File: config.mk
export PLATFORM = sky130hd
export DESIGN_NAME = rtc_mmio
export DESIGN_NICKNAME = d
export VERILOG_FILES = /design/src/rtl/rtc_pkg.sv /design/src/rtl/rtc_chain.sv /design/src/rtl/rtc_event.sv /design/src/rtl/rtc_mmio.sv
export SDC_FILE = /design/constraint.sdc
export NUM_CORES = 1
export LEC_CHECK = 0
export ABC_CLOCK_PERIOD_IN_PS = 3500
export BUFFER_PORTS_ARGS = -buffer_cell sky130_fd_sc_hd__buf_2
export CAP_MARGIN = 0
export CORE_ASPECT_RATIO = 1.4
export CORE_MARGIN = 2
export CORE_UTILIZATION = 50
export CTS_BUF_LIST = sky130_fd_sc_hd__clkbuf_8 sky130_fd_sc_hd__clkbuf_16
export DETAILED_ROUTE_END_ITERATION = 8
export GPL_TIMING_DRIVEN = 0
export PLACE_DENSITY_LB_ADDON = 0.12
export SLEW_MARGIN = 30
export SYNTH_ARGS = -nofsm -noshare
export SYNTH_HDL_FRONTEND = slang
export SYNTH_SLANG_ARGS = --single-unit
File: constraint.sdc
create_clock -name clk_i -period 3.5 [get_ports clk_i]
set_input_delay 0.525 -clock clk_i [delete_from_list [all_inputs] [get_ports clk_i]]
set_output_delay 0.525 -clock clk_i [all_outputs]
set_load 0.05 [all_outputs]
File: src/rtl/rtc_pkg.sv
package rtc_pkg;
  localparam int unsigned NREG  = 16;
  localparam int unsigned NTIME = 8;
  localparam int unsigned NALM  = 4;

  // hs occupies the low byte: byte i-1 maps to window offset i
  typedef struct packed {
    logic [7:0] yr;
    logic [7:0] mon;
    logic [7:0] date;
    logic [7:0] dow;
    logic [7:0] hr;
    logic [7:0] min;
    logic [7:0] sec;
    logic [7:0] hs;
  } rtc_time_t;

  localparam rtc_time_t RTC_EPOCH = '{yr: 8'h00, mon: 8'h01, date: 8'h01, dow: 8'h01,
                                      hr: 8'h00, min: 8'h00, sec: 8'h00, hs: 8'h00};

  function automatic logic [7:0] bcd_step(input logic [7:0] v, input logic [7:0] last,
                                          input logic [7:0] first);
    if (v == last) return first;
    if (v[3:0] == 4'd9) return {v[7:4] + 4'd1, 4'd0};
    return {v[7:4], v[3:0] + 4'd1};
  endfunction

  function automatic logic [7:0] month_last(input logic [7:0] mon, input logic [7:0] yr);
    logic leap;
    // (10*t + u) % 4 == 0  <=>  (2*t + u) % 4 == 0
    leap = yr[4] ? (yr[3:0] == 4'd2 || yr[3:0] == 4'd6)
                 : (yr[3:0] == 4'd0 || yr[3:0] == 4'd4 || yr[3:0] == 4'd8);
    case (mon)
      8'h02:                      return leap ? 8'h29 : 8'h28;
      8'h04, 8'h06, 8'h09, 8'h11: return 8'h30;
      default:                    return 8'h31;
    endcase
  endfunction
endpackage

File: src/rtl/rtc_chain.sv
module rtc_chain import rtc_pkg::*; #(
  parameter rtc_time_t RESET_TIME = RTC_EPOCH
) (
  input  logic      clk_i,
  input  logic      rst_ni,
  input  logic      tick_i,
  input  logic      load_i,
  input  rtc_time_t load_val_i,
  output rtc_time_t cnt_o,
  output logic      tick_o,
  output logic      sec_o
);
  rtc_time_t cnt_q, nxt;
  logic c_s, c_m, c_h, c_d, c_mo, c_y;
  logic [7:0] last_day;

  always_comb begin
    last_day = month_last(cnt_q.mon, cnt_q.yr);
    c_s  = cnt_q.hs == 8'h99;
    c_m  = c_s  && cnt_q.sec  == 8'h59;
    c_h  = c_m  && cnt_q.min  == 8'h59;
    c_d  = c_h  && cnt_q.hr   == 8'h23;
    c_mo = c_d  && cnt_q.date == last_day;
    c_y  = c_mo && cnt_q.mon  == 8'h12;
    nxt = cnt_q;
    nxt.hs = bcd_step(cnt_q.hs, 8'h99, 8'h00);
    if (c_s)  nxt.sec  = bcd_step(cnt_q.sec, 8'h59, 8'h00);
    if (c_m)  nxt.min  = bcd_step(cnt_q.min, 8'h59, 8'h00);
    if (c_h)  nxt.hr   = bcd_step(cnt_q.hr, 8'h23, 8'h00);
    if (c_d)  nxt.dow  = bcd_step(cnt_q.dow, 8'h07, 8'h01);
    if (c_d)  nxt.date = bcd_step(cnt_q.date, last_day, 8'h01);
    if (c_mo) nxt.mon  = bcd_step(cnt_q.mon, 8'h12, 8'h01);
    if (c_y)  nxt.yr   = bcd_step(cnt_q.yr, 8'h99, 8'h00);
  end

  always_ff @(posedge clk_i or negedge rst_ni) begin
    if (!rst_ni) begin
      cnt_q  <= RESET_TIME;
      tick_o <= 1'b0;
      sec_o  <= 1'b0;
    end else begin
      tick_o <= tick_i && !load_i;
      sec_o  <= tick_i && !load_i && c_s;
      if (load_i)      cnt_q <= load_val_i;
      else if (tick_i) cnt_q <= nxt;
    end
  end

  assign cnt_o = cnt_q;
endmodule

File: src/rtl/rtc_event.sv
module rtc_event import rtc_pkg::*; (
  input  logic       clk_i,
  input  logic       rst_ni,
  input  logic       tick_i,
  input  logic       sec_i,
  input  logic [7:0] hs_i,
  input  logic [7:0] cur_i [NALM],
  input  logic [7:0] alm_i [NALM],
  input  logic [2:0] rate_i,
  input  logic       clr_i,
  output logic       alarm_flag_o,
  output logic       per_flag_o
);
  logic [NALM-1:0] hit;
  logic per_hit;

  for (genvar i = 0; i < NALM; i++) begin : g_cmp
    assign hit[i] = alm_i[i][7] || ({1'b0, alm_i[i][6:0]} == cur_i[i]);
  end

  always_comb begin
    case (rate_i)
      3'd1:    per_hit = 1'b1;
      3'd2:    per_hit = hs_i[3:0] == 4'd0;
      3'd3:    per_hit = hs_i[3:0] == 4'd0 && (hs_i[7:4] == 4'd0 || hs_i[7:4] == 4'd5);
      3'd4:    per_hit = hs_i == 8'h00;
      default: per_hit = 1'b0;
    endcase
  end

  always_ff @(posedge clk_i or negedge rst_ni) begin
    if (!rst_ni) begin
      alarm_flag_o <= 1'b0;
      per_flag_o   <= 1'b0;
    end else begin
      alarm_flag_o <= (sec_i && &hit) || (alarm_flag_o && !clr_i);
      per_flag_o   <= (tick_i && per_hit) || (per_flag_o && !clr_i);
    end
  end
endmodule

File: src/rtl/rtc_mmio.sv
module rtc_mmio import rtc_pkg::*; #(
  parameter int unsigned ADDR_W     = 17,
  parameter rtc_time_t   RESET_TIME = RTC_EPOCH
) (
  input  logic              clk_i,
  input  logic              rst_ni,
  input  logic              ce_ni,
  input  logic              oe_ni,
  input  logic              we_ni,
  input  logic [ADDR_W-1:0] addr_i,
  input  logic [7:0]        wdata_i,
  output logic [7:0]        rdata_o,
  output logic              rdata_oe_o,
  output logic              array_ce_no,
  input  logic              pf_i,
  input  logic              tick_i,
  output logic              irq_no
);
  localparam int unsigned OFF_W = $clog2(NREG);
  localparam int unsigned O_ALM = NTIME + 1;
  localparam int unsigned O_IEN = O_ALM + NALM;
  localparam int unsigned O_RATE = O_IEN + 1;

  logic [OFF_W-1:0] off;
  logic in_win, sel, wr_en, rd_en, load, refresh, clr;
  logic frz_q, hold_q;
  logic [7:0] regs_q [1:NREG-1];
  logic [7:0] rd_val;
  rtc_time_t cnt, load_val;
  logic tick_q, sec_q, alarm_flag, per_flag;
  logic [7:0] cur [NALM];
  logic [7:0] alm [NALM];

  assign off     = addr_i[OFF_W-1:0];
  assign in_win  = &addr_i[ADDR_W-1:OFF_W];
  assign sel     = !ce_ni && !pf_i;
  assign wr_en   = sel && !we_ni && in_win;
  assign rd_en   = sel && !oe_ni && we_ni && in_win;
  assign load    = wr_en && off == '0 && hold_q && !wdata_i[6];
  assign refresh = sec_q && !frz_q && !hold_q;
  assign clr     = rd_en && off == '0;
  assign array_ce_no = !(sel && !in_win);

  always_ff @(posedge clk_i or negedge rst_ni) begin
    if (!rst_ni) begin
      frz_q  <= 1'b0;
      hold_q <= 1'b0;
    end else if (wr_en && off == '0) begin
      frz_q  <= wdata_i[7];
      hold_q <= wdata_i[6];
    end
  end

  for (genvar i = 1; i < NREG; i++) begin : g_reg
    logic [7:0] rst_v, upd_v;
    logic upd;
    if (i <= NTIME) begin : g_time
      assign rst_v = RESET_TIME[8*(i-1) +: 8];
      assign upd_v = cnt[8*(i-1) +: 8];
      assign upd   = refresh;
      assign load_val[8*(i-1) +: 8] = regs_q[i];
    end else begin : g_plain
      assign rst_v = '0;
      assign upd_v = '0;
      assign upd   = 1'b0;
    end
    always_ff @(posedge clk_i or negedge rst_ni) begin
      if (!rst_ni)                            regs_q[i] <= rst_v;
      else if (wr_en && off == OFF_W'(i))     regs_q[i] <= wdata_i;
      else if (upd)                           regs_q[i] <= upd_v;
    end
  end

  always_comb begin
    rd_val = {frz_q, hold_q, 4'b0000, per_flag, alarm_flag};
    for (int k = 1; k < NREG; k++) if (off == OFF_W'(k)) rd_val = regs_q[k];
  end

  assign rdata_o    = rd_en ? rd_val : 8'h00;
  assign rdata_oe_o = rd_en;

  rtc_chain #(.RESET_TIME(RESET_TIME)) u_chain (
    .clk_i, .rst_ni, .tick_i, .load_i(load), .load_val_i(load_val),
    .cnt_o(cnt), .tick_o(tick_q), .sec_o(sec_q)
  );

  assign cur[0] = cnt.sec;
  assign cur[1] = cnt.min;
  assign cur[2] = cnt.hr;
  assign cur[3] = cnt.date;
  for (genvar j = 0; j < NALM; j++) begin : g_alm
    assign alm[j] = regs_q[O_ALM + j];
  end

  rtc_event u_event (
    .clk_i, .rst_ni, .tick_i(tick_q), .sec_i(sec_q), .hs_i(cnt.hs),
    .cur_i(cur), .alm_i(alm), .rate_i(regs_q[O_RATE][2:0]), .clr_i(clr),
    .alarm_flag_o(alarm_flag), .per_flag_o(per_flag)
  );

  assign irq_no = !((alarm_flag && regs_q[O_IEN][0]) || (per_flag && regs_q[O_IEN][1]));
endmodule

==> results of run 1 <==
[worst max-delay path, delay by kind of cell]
kind                   cells  cell delay (ns)
and+or+nand+nor            2             0.64
buffers and inverters      2             0.51
AOI/OAI and AO/OA          5             1.25
[stage by stage]
stage               instance area (um2)  setup TNS (ns)  setup WS, ns  instances
floorplan                         11500               0        0.0149       1252
global placement                  12100         -296.87         -1.42       1593
detailed placement                12200          -19.40        -0.627       1595
CTS                               12800               0       0.00282       1627
global route                      12800         -0.0350       -0.0186       1631
finish                            12800               0        0.0593       1631
[final cells by class]
cell class | count | area [um2] | area share [%]
clock buffers | 17 | 425 | 3.32
repair buffers | 49 | 320 | 2.50
inverters | 30 | 118 | 0.918
multi-input cells | 960 | 6370 | 49.7
well taps | 301 | 377 | 2.94
flip-flops and latches | 190 | 4760 | 37.2
plain buffers | 70 | 299 | 2.33
clock inverters | 14 | 145 | 1.13
[sequential cells by signal, summed over array words and instances, names as in the netlist]
name / cells
regs_q: 24
frz_q: 1
u_event.per_flag_o: 1
u_chain.cnt_o: 64
hold_q: 1
u_event.alarm_flag_o: 1
u_chain.tick_o: 1
u_chain.sec_o: 1
alm: 32
load_val: 64
[metal layers]
metal  track usage (%)  vias to the layer above  wire (um)
li1                  -                     4699          -
met1              41.9                     5180      16500
met2              60.0                      395      20900
met3              5.33                      128       1930
met4              24.0                        2       2970
met5                 0                        -         11
[cells by family after synthesis]
group	count (synthesis)
simple gates	410
compound gates	332
flops	190
mux	152
buf+inv	102
xor+xnor	36
fa+ha+maj	30
[what timing repair did]
action / in CTS / in global routing
hold buffers: 1 / 0
setup buffers: 1 / 5
endpoints found under the setup margin: 24 / 21
pin swaps: 1 / 2
hold endpoints to repair: 28 / 0
gates cloned: 0 / 0
gates resized for setup: 18 / 7
[how the worst max path moves through the flow]
stage | from | to | slack [ns] | cells after the start
4_1_cts | addr_i[1] | u_chain.cnt_o[10] | 0.003 | 7
2_1_floorplan | addr_i[1] | rdata_o[2] | 0.01 | 7
5_1_grt | addr_i[1] | rdata_o[7] | -0.02 | 9
6_report | addr_i[1] | rdata_o[0] | 0.06 | 9
3_5_place_dp | addr_i[0] | rdata_o[6] | -0.63 | 10
3_3_place_gp | rst_ni | u_chain.cnt_o[5] | -1.42 | 1
[power by group through the flow]
stage,Combinational [mW],Clock [mW],Sequential [mW]
global route,0.490,2.06,2.29
floorplan,0.240,0,2.31
CTS,0.441,1.98,2.28
detailed placement,0.436,0,2.32
global placement,0.422,0,2.32
finish,0.446,1.96,2.28
[placed cells by master (no fill, tap or decap), drive strengths merged, types with 6 or more instances in the layout]
master  synthesis  layout
dfrtp         184     184
nor2          159     159
a21oi         158     158
mux2i          79      79
clkbuf         64      79
o21ai          72      72
mux2           70      70
nand2          64      64
nand3          58      58
buf             8      56
xor2           34      34
inv            28      32
ha             30      30
nor3           25      25
nor4           18      18
a31oi          12      12
nor3b          12      12
o211ai         11      11
nor2b          11      11
a221oi         11      11
o22ai          10      10
and3            9       9
nand4           8       8
nand2b          8       8
nand3b          8       8
a211oi          8       8
a22oi           7       7
dfstp           6       6
clkinv          2       6
==> run summary, run 1 <==
The run finished with clean final reports. The initial utilization of the core area, before any placement, comes to 51.0%. By area the synthesized netlist is led by sky130_fd_sc_hd__dfrtp_1 (40%), sky130_fd_sc_hd__a21oi_1 (6.9%), sky130_fd_sc_hd__mux2i_1 (6.9%), sky130_fd_sc_hd__mux2_2 (6.9%), sky130_fd_sc_hd__nor2_1 (5.2%). Setup clock skew after layout: 0.00938 ns. The maximum number of buffers from clock root to sink was 2.

The detailed router finished its first iteration with 882 violations. The launching element type of the critical path was an input port. The maximum number of pins on one net before global-route repair is 84, and the share of async-settable or async-resettable flops after synthesis is 100%. The via density per instance was 6.38; the leftover overflow at the end of global routing was 0. For the worst setup path, the data arrival time is 2.92 ns. The number of placement rows was 65; the area of the core was 22,500 um2. The number of primary I/O pins is 43, and the die boundary width is 132 um.

Detailed placement ended at an HPWL of 31,200 um. The mean routed wirelength per cell is 26.0 um, and the layout cell share with drive strength beyond 1 is 15.4%. The first TritonRoute pass finished after 5 iterations. For hold timing, the worst endpoint is u_chain.tick_o. Final hold analysis gives a worst-case slack of 0.401 ns.

By startpoint and endpoint, the worst setup path is classified as input port to output pin. The tools report the number of antenna violations at the first check in global routing as 3. The die covers 24,200 um2.

The cell sitting at the root of the clock tree is a sky130_fd_sc_hd__clkbuf_16. For the share of power burned in the clock network, the log shows 41.8%. After filler insertion, the fill cell instance count of the layout stands at 2,090. 0 antenna diodes ended up in the layout. STA puts the critical path data required time at 2.97 ns. The clock slew at the register clock pins of the worst setup and hold paths is 0.07 ns. The die is 183 um tall. The post-synthesis mux area share was 14.3%. The upper clock frequency limit was 0.291 GHz; the highest fanout seen on the critical path was 9.

The H-tree generated during clock tree synthesis spans 4 levels. The power density over the cells came out at 365 nW/um2. In this run the remaining antenna-violating nets after routing total 0.

The average size of a mapped cell works out to 9.17 um2. The number of enable flip-flop cells after synthesis works out to 0. For this block, the via count after detailed routing is 10,400. Global routing used 35.5% of the available tracks across all layers.

Net switching is 26.9% of the power. The analysis attributes to net switching a power of 1.26 mW. The total of buffers placed on input and output ports works out to 40. Routability-driven placement finished with a final weighted congestion of 1.06.

For this run, the slowest stage of the critical path takes 0.41 ns. After synthesis, flip-flops and latches occupy 41.5% of the total area. Clock tree synthesis inserted a total of 17 buffers. In this run, synthesis produced a sequential element count of 190. By area, the combinational part of the netlist is dominated by simple AND/OR/NAND/NOR gates. Total number of yosys warnings: 0. In this run the biggest area consumer among cell types represents 40.1% of the synthesized area. Max-cap violations in this run came to 0. The run gives 56.9% as the core occupancy in the finished layout. The share of total power dissipated in combinational logic is 9.5%. For this run, the leading register cell type out of synthesis is sky130_fd_sc_hd__dfrtp_1. The total chip power is 4.68 mW.

The internal power is 3.42 mW. The most frequently used cell type in the post-synthesis netlist was sky130_fd_sc_hd__dfrtp_1. After Yosys synthesis, and, or, nand and nor cells account for 17.7% of the synthesized area. Headroom to the max-slew limit came out at 23.7%. At the later pin of the worst-skew pair, clock insertion delay measures 0.45 ns.

Setup violations remaining at the end of the flow were counted as 0. The signal on the critical path passes through clkbuf_1 -> and2_2 -> nand2b_1 -> o2bb2ai_1 -> a221oi_1 -> o221a_2 -> o211ai_1 -> a31oi_1 -> buf_2. sky130_fd_sc_hd__dfrtp_1 takes more of the synthesized area than any other cell.

For the max-slew violation total from the final report, the log shows 0. After detailed routing, the total wire length is 42,300 um. In this run the critical register-to-register path is captured at u_chain.cnt_o[53]. The worst setup path is captured at an output pin. The first global-routing pass estimated 63,400 um of wire. Leakage dissipation: 5.45 nW. The post-route DRC violation count is 0.

Post-route clock period utilization: 98.3%. Compared with the post-synthesis result, the final layout area differs by 11.6%. The post-synthesis instance area was 11,500 um2. Synthesis handed over a netlist of 1,252 instances. The synthesized netlist contains 67 unique library cells. Source of the worst hold timing path: tick_i.

The number of global-route vias before repair came out at 10,000. The net count of the finished layout is 1,380. For this design, the slowest cell found on the critical path is sky130_fd_sc_hd__o2bb2ai_1. For the number of hold violations in the final report, the log shows 0. Summing the areas of all xor and xnor instances in the mapped netlist gives 2.75% of the synthesized area. At the pin with the least slew margin, the transition time is 1.14 ns. In this run the critical register-to-register path is launched from u_chain.cnt_o[24].

The run gives 0.33 ns as the setup slack on the worst flop-to-flop path. The worst hold path belongs to the class input port to register. The shortest clock period the worst path allows after layout works out to 3.44 ns. Summing the areas of all compound-gate instances in the mapped netlist gives 17.0% of the synthesized area. TritonCTS built the clock tree. The adder-cell share of the synthesized area was 3.27%; the net count after synthesis was 1,314.

The number of instances on the worst hold path is 3. The tree built by TritonCTS fans out to 190 sinks. The register share of total power is 48.7%. The run gives 0.000345 V as the peak ir drop on the vdd network. The commonest cells after synthesis are sky130_fd_sc_hd__dfrtp_1 (184), sky130_fd_sc_hd__nor2_1 (159), sky130_fd_sc_hd__a21oi_1 (158). Counting cells, the worst reg-to-reg path comes to 10.
No activity file was read; power rests on OpenSTA's default activity.
==> run 2: changes to the inputs <==
--- a/config.mk
+++ b/config.mk
@@ -15,6 +15,7 @@
 export DETAILED_ROUTE_END_ITERATION = 8
 export GPL_TIMING_DRIVEN = 0
 export PLACE_DENSITY_LB_ADDON = 0.12
+export REMOVE_ABC_BUFFERS = 1
 export SLEW_MARGIN = 30
 export SYNTH_ARGS = -nofsm -noshare
 export SYNTH_HDL_FRONTEND = slang
==> run summary, run 2 (synthesis results as in run 1) <==
For the leakage dissipation, the log shows 5.40 nW (was 5.45 nW). The run gives 30.0% (was 35.5%) as the global-route total usage across every layer. The post-route clock period utilization came out at 97.7% (was 98.3%).

The initial standard-cell utilization of the core is 51.0% (unchanged). Crit path cell chain: buf_6 -> and2_2 -> nand2b_1 -> o2bb2ai_1 -> a221oi_1 -> o221a_2 -> o211ai_1 -> a31oi_1 -> buf_2 (was clkbuf_1 -> and2_2 -> nand2b_1 -> o2bb2ai_1 -> a221oi_1 -> o221a_2 -> o211ai_1 -> a31oi_1 -> buf_2). The highest metal layer with signal wires is met4 (was met5). The max-slew violation total from the final report is 0 (unchanged), and the highest fanout seen on the critical path is 62 (was 9). The worst path arrival time is 2.89 ns (was 2.92 ns), and the peak ir drop on the vdd network is 0.000362 V (was 0.000345 V). The post-detailed-placement cell area came out at 12,000 um2 (was 12,200 um2). The critical path's top delay family was compound AO/OA/AOI/OAI gates (unchanged). The tools report the number of global-route vias before repair as 9,279 (was 10,000). The total length of routed met2 wires was 18,000 um (was 20,900 um). TritonCTS built the clock tree.

The worst min-delay path category is input port to register (unchanged). The tools report the CTS root buffer as sky130_fd_sc_hd__clkbuf_16 (unchanged). The source of the worst hold timing path is tick_i (unchanged). The TritonCTS sink count was 190 (unchanged); the number of violations of the max-capacitance limit was 0 (unchanged). The layout overhead on the synthesized area is 10.5% (was 11.6%), and the clock slew at the register clock pins of the worst setup and hold paths is 0.07 ns (about the same). The maximum number of pins on one net before global-route repair is 82 (was 84), and the via density per instance is 6.21 (was 6.38). The die boundary width came out at 132 um (unchanged). The number of primary I/O pins came out at 43 (unchanged). The remaining max-slew budget at the tightest pin is 37.1% (was 23.7%). The logs give 1,577 (was 1,631) for the number of cells in the finished layout apart from fillers and 9,796 (was 10,400) for the number of vias after detailed routing.

Global-route wire length before repair: 54,700 um (was 63,400 um). Worst flop-to-flop path startpoint: u_chain.cnt_o[1] (was u_chain.cnt_o[24]). Power density over the cells: 369 nW/um2 (was 365 nW/um2). The run gives 0 (unchanged) as the leftover overflow at the end of global routing. The logs give 0 (unchanged) for the final count of negative-setup-slack endpoints and 0.293 GHz (was 0.291 GHz) for the upper clock frequency limit. The number of antenna diodes was 0 (unchanged); the number of antenna violations at the first check in global routing was 0 (was 3). The run gives 0 (unchanged) as the post-route DRC violation count. Total of buffers placed on input and output ports: 42 (was 40). The count of TritonRoute iterations in the first routing pass came out at 6 (was 5).

Setup repair after global routing left no endpoint under its margin. The latest clock arrival within the worst-skew pair was 0.45 ns (about the same). The remaining antenna violation count was 0 (unchanged). The maximum number of buffers from clock root to sink is 2 (unchanged), and the total number of H-tree levels is 4 (unchanged). For the post-layout net count, the log shows 1,325 (was 1,380). The tools report the type of destination of the critical path as an output pin (unchanged).

The layout cell share with drive strength beyond 1 is 15.8% (was 15.4%), and the total clock buffers created by CTS is 17 (unchanged). The worst-margin pin slew is 0.935 ns (was 1.14 ns). The most common cell after layout, fill and taps aside is sky130_fd_sc_hd__dfrtp_1 (unchanged). Number of hold violations in the final report: 0 (unchanged).

The cell area after layout was 12,700 um2 (was 12,800 um2). The mean routed wirelength per cell is 22.6 um (was 26.0 um). For the area of the core, the log shows 22,500 um2 (unchanged). For the overall die area, the log shows 24,200 um2 (unchanged). For the placed wire-length estimate, the log shows 25,100 um (was 31,200 um). The total routed wirelength was 35,700 um (was 42,300 um); the y dimension of the die was 183 um (unchanged).

The critical path start-end classification was input port to output pin (unchanged). The launching element type of the critical path was an input port (unchanged). The logs give 0.917 (was 1.06) for the global placer's final weighted congestion and 65 (unchanged) for the number of placement rows. The flow ran to the end, and the final reports show no timing, DRC or antenna violations. Required arrival time at the worst endpoint: 2.97 ns (about the same).

The start point of the critical path was addr_i[1] (unchanged). Top library cells by usage in the layout, fill and taps aside: sky130_fd_sc_hd__dfrtp_1 (184), sky130_fd_sc_hd__a21oi_1 (158), sky130_fd_sc_hd__nor2_1 (155) (was sky130_fd_sc_hd__dfrtp_1 (184), sky130_fd_sc_hd__nor2_1 (158), sky130_fd_sc_hd__a21oi_1 (158)). The number of buffer and inverter stages on the critical path was 2 (unchanged).

The setup clock skew after layout is 0.0133 ns (was 0.00938 ns). The shortest clock period the worst path allows after layout is 3.42 ns (was 3.44 ns). Initial detailed-routing violation count: 793 (was 882).

The detailed-route wire length on metal 1 came out at 14,300 um (was 16,500 um). The run gives 1,541 (was 1,595) as the number of instances in the placed design. The tools report the wire length on met3 as 1850 um (was 1930 um).

The cell at the slowest stage of the critical path was sky130_fd_sc_hd__buf_6 (was sky130_fd_sc_hd__o2bb2ai_1). The longest individual stage delay on the worst path was 0.40 ns (was 0.41 ns).
## run 2: changes by cell type in the layout (fill, tap and decap cells not counted), sizes merged
cell    delta
buf        +6
clkbuf    -59
clkinv     -1
## run 2: power breakdown
part | switching (mW) | internal [mW]
Clock | 0.902 | 1.09
Sequential | 0.0494 | 2.23
Combinational | 0.270 | 0.137
## run 2: worst register-to-register path, stage by stage, from the launching register on
cell	delay (ns)
sky130_fd_sc_hd__dfrtp_1	0.41
sky130_fd_sc_hd__inv_1	0.10
sky130_fd_sc_hd__ha_1	0.20
sky130_fd_sc_hd__nand4b_1	0.33
sky130_fd_sc_hd__nor4_4	0.62
sky130_fd_sc_hd__nand3_2	0.32
sky130_fd_sc_hd__nor4_4	0.31
sky130_fd_sc_hd__buf_4	0.18
sky130_fd_sc_hd__nand3_1	0.18
sky130_fd_sc_hd__or4_1	0.47
sky130_fd_sc_hd__nand3_1	0.09
## run 2: worst paths after layout
check                                     end  slack [ns]  cells past startpoint
hold reg to reg            u_event.per_flag_o        0.49                      1
max in group asynchronous          regs_q[19]        1.87                      4
setup reg to reg            u_chain.cnt_o[61]        0.23                     10
min in group asynchronous        load_val[39]        0.53                      2
hold / removal                 u_chain.tick_o        0.40                      3
setup / recovery                   rdata_o[1]        0.08                      9
## run 2: repair_timing
item | CTS | global route
setup endpoints to repair | 21 | 8
hold endpoints to repair | 32 | 0
pin swaps | 1 | 1
resized for setup | 7 | 9
setup buffers | 3 | 0
hold buffers | 1 | 0
## run 2: per-stage QoR
step	util, %	total power, mW	hold slack, ns	setup slack [ns]	TNS, ns
after global placement	52.3	2.71	0.468	-8.14	-861.19
after floorplan	-	2.51	0.229	-4.33	-276.45
final	56.3	4.68	0.404	0.0816	0
after detailed placement	53.3	2.72	0.415	-0.853	-19.41
after CTS	56.2	4.70	0.392	0.00954	0
after global routing	56.3	4.84	0.406	0.0167	0
## run 2: metal layers
metal	global-route usage [%]	up-vias
met4	13.9	0
met3	4.84	77
li1	-	4582
met1	37.2	4800
met5	0	-
met2	51.4	337
## run 2: layout make-up
type / instances / area [um2]
Inverter: 30 / 114
Sequential cell: 190 / 4760
Tap cell: 301 / 377
Fill cell: 2063 / 9840
Multi-Input combinational cell: 960 / 6370
Clock inverter: 13 / 139
Clock buffer: 19 / 453
Timing Repair Buffer: 64 / 467
==> run 3: changes to the inputs <==
--- a/config.mk
+++ b/config.mk
@@ -8,7 +8,7 @@
 export ABC_CLOCK_PERIOD_IN_PS = 3500
 export BUFFER_PORTS_ARGS = -buffer_cell sky130_fd_sc_hd__buf_2
 export CAP_MARGIN = 0
-export CORE_ASPECT_RATIO = 1.4
+export CORE_ASPECT_RATIO = 0.5
 export CORE_MARGIN = 2
 export CORE_UTILIZATION = 50
 export CTS_BUF_LIST = sky130_fd_sc_hd__clkbuf_8 sky130_fd_sc_hd__clkbuf_16
==> run summary, run 3 (synthesis results as in run 1) <==
The most common cell after layout, fill and taps aside was sky130_fd_sc_hd__dfrtp_1 (unchanged). For the initial detailed-routing violation count, the log shows 1,235 (was 793). Setup repair after global routing left no endpoint under its margin. The global placer's final weighted congestion is 0.935 (was 0.917), and the overall die area is 24,300 um2 (was 24,200 um2). The launching element type of the critical path is an input port (unchanged). The area of the core was 22,700 um2 (was 22,500 um2). The type of destination of the critical path was an output pin (unchanged). The run gives 0.46 ns (was 0.45 ns) as the latest clock arrival within the worst-skew pair.

The initial standard-cell utilization of the core is 50.6% (was 51.0%). TritonCTS built the clock tree. The cell at the slowest stage of the critical path is sky130_fd_sc_hd__o311ai_1 (was sky130_fd_sc_hd__buf_6). The clock slew at the register clock pins of the worst setup and hold paths came out at 0.07 ns (about the same). For the total routed wirelength, the log shows 36,900 um (was 35,700 um). Crit path cell chain: buf_6 -> nor2b_2 -> a21oi_1 -> o311ai_1 -> o221ai_1 -> a32oi_1 -> a21oi_1 -> a211oi_1 -> buf_2 (was buf_6 -> and2_2 -> nand2b_1 -> o2bb2ai_1 -> a221oi_1 -> o221a_2 -> o211ai_1 -> a31oi_1 -> buf_2). Count of TritonRoute iterations in the first routing pass: 6 (unchanged). The mean routed wirelength per cell is 23.4 um (was 22.6 um). The via density per instance is 6.36 (was 6.21). The maximum number of buffers from clock root to sink is 2 (unchanged), and the number of global-route vias before repair is 9,426 (was 9,279). The total number of H-tree levels was 4 (unchanged); the number of hold violations in the final report was 0 (unchanged). The peak ir drop on the vdd network is 0.000264 V (was 0.000362 V). Top library cells by usage in the layout, fill and taps aside: sky130_fd_sc_hd__dfrtp_1 (184), sky130_fd_sc_hd__a21oi_1 (158), sky130_fd_sc_hd__nor2_1 (154) (was sky130_fd_sc_hd__dfrtp_1 (184), sky130_fd_sc_hd__a21oi_1 (158), sky130_fd_sc_hd__nor2_1 (155)).

The worst min-delay path category is input port to register (unchanged). The layout cell share with drive strength beyond 1 is 15.8% (about the same), and the count of fill cells added during filler insertion is 2,038 (was 2,063). The layout overhead on the synthesized area was 10.6% (was 10.5%). The post-route clock period utilization works out to 98.9% (was 97.7%). The run gives 0 (unchanged) as the number of antenna diodes.

The logs give 0 (unchanged) for the remaining antenna violation count and 0 (unchanged) for the leftover overflow at the end of global routing. Setup slack on the worst flop-to-flop path: 0.19 ns (was 0.23 ns). The y dimension of the die works out to 111 um (was 183 um). The upper clock frequency limit came out at 0.289 GHz (was 0.293 GHz).

The worst path arrival time was 2.94 ns (was 2.89 ns); the remaining max-slew budget at the tightest pin was 31.6% (was 37.1%). The placed wire-length estimate was 25,500 um (was 25,100 um); the max-slew violation total from the final report was 0 (unchanged). The most numerous cell type found on the critical path is sky130_fd_sc_hd__a21oi_1.

Shortest clock period the worst path allows after layout: 3.46 ns (was 3.42 ns). The power density over the cells works out to 371 nW/um2 (was 369 nW/um2). For the global-route wire length before repair, the log shows 57,100 um (was 54,700 um).

The logs give 10,100 (was 9,796) for the number of vias after detailed routing and 2.97 ns (about the same) for the required arrival time at the worst endpoint. The tools report the post-route DRC violation count as 0 (unchanged). The flow ran to the end, and the final reports show no timing, DRC or antenna violations.

For the core occupancy in the finished layout, the log shows 56.0% (was 56.3%). For the number of violations of the max-capacitance limit, the log shows 0 (unchanged). The total of buffers placed on input and output ports is 42 (unchanged), and the leakage dissipation is 5.42 nW (was 5.40 nW). The critical path start-end classification is input port to output pin (unchanged). The die boundary width is 218 um (was 132 um), and the total clock buffers created by CTS is 17 (unchanged). The final count of negative-setup-slack endpoints is 0 (unchanged), and the number of primary I/O pins is 43 (unchanged). The number of antenna violations at the first check in global routing is 0 (unchanged), and the worst-margin pin slew is 1.02 ns (was 0.935 ns). The highest fanout seen on the critical path came out at 49 (was 62). The run gives 1,325 (unchanged) as the post-layout net count.

The CTS root buffer is sky130_fd_sc_hd__clkbuf_16 (unchanged). The TritonCTS sink count is 190 (unchanged). The number of instances on the worst hold path was 3 (unchanged). The number of placement rows is 39 (was 65), and the number of cells on the worst reg-to-reg path is 10 (unchanged). The multi-input gate area in the final layout is 6370 um2 (about the same), and the setup clock skew after layout is 0.00878 ns (was 0.0133 ns).

The register area is 4760 um2 (unchanged), and the global-route total usage across every layer is 31.3% (was 30.0%). The maximum number of pins on one net before global-route repair was 63 (was 82); the longest individual stage delay on the worst path was 0.42 ns (was 0.40 ns). The run gives 0 ns (unchanged) as the setup TNS after final layout.
==> run 3: worst paths after layout <==
kind                                 endpoint        startpoint
hold reg to reg            u_event.per_flag_o    u_chain.tick_o
setup reg to reg            u_chain.cnt_o[53]  u_chain.cnt_o[1]
max in group asynchronous        load_val[40]            rst_ni
min in group asynchronous        load_val[18]            rst_ni
setup / recovery                   rdata_o[6]         addr_i[0]
hold / removal                 u_chain.tick_o            tick_i
==> run 3: stage by stage <==
step           total power, mW  hold WS (ns)  instance area, um2  std cells  setup WS, ns
2_1_floorplan             2.51         0.229               11200       1180         -4.33
3_3_place_gp              2.70         0.448               11800       1529         -8.15
6_report                  4.72         0.394               12700       1581        0.0374
3_5_place_dp              2.73         0.437               12000       1548        -0.930
4_1_cts                   4.73         0.371               12700       1581        0.0274
5_1_grt                   4.87         0.414               12700       1581       0.00883
==> run 3: where the power goes <==
group          leakage, nW  internal (mW)  switching, mW  total (mW)
logic                 2.86          0.141          0.280       0.421
clock network        0.287           1.12          0.896        2.02
registers             2.27           2.23         0.0508        2.28
total                 5.42           3.49           1.23        4.72
==> run 3: worst max-delay path: cells and delay by family <==
kind | cells | cell delay, ns
AO/OA/AOI/OAI | 6 | 1.36
AND/OR/NAND/NOR | 1 | 0.34
buffers and inverters | 2 | 0.65
==> run 3: layout make-up <==
| cell class | count | share of cell area [%] |
|---|---|---|
| Clock buffer | 21 | 3.78 |
| Clock inverter | 9 | 0.877 |
| Inverter | 30 | 0.897 |
| Multi-Input combinational cell | 960 | 50.2 |
| Sequential cell | 190 | 37.5 |
| Tap cell | 307 | 3.02 |
| Timing Repair Buffer | 64 | 3.74 |
==> run 3: routing by layer <==
layer | share of wire, % | wire (um) | global-route usage (%) | vias to the layer above
li1 | - | - | - | 4572
met1 | 46 | 16900 | 47.2 | 4988
met2 | 43 | 15800 | 45.2 | 442
met3 | 9.0 | 3340 | 6.15 | 60
met4 | 2.4 | 892 | 9.43 | 0
met5 | 0 | 0 | 0 | -
==> run 3: timing repair <==
item,CTS,global route
endpoints found under the setup margin,20,13
cloned,0,0
hold endpoints to repair,40,0
gates resized for setup,9,7
buffers inserted,2,0
pin swaps,1,1
hold buffers,1,0
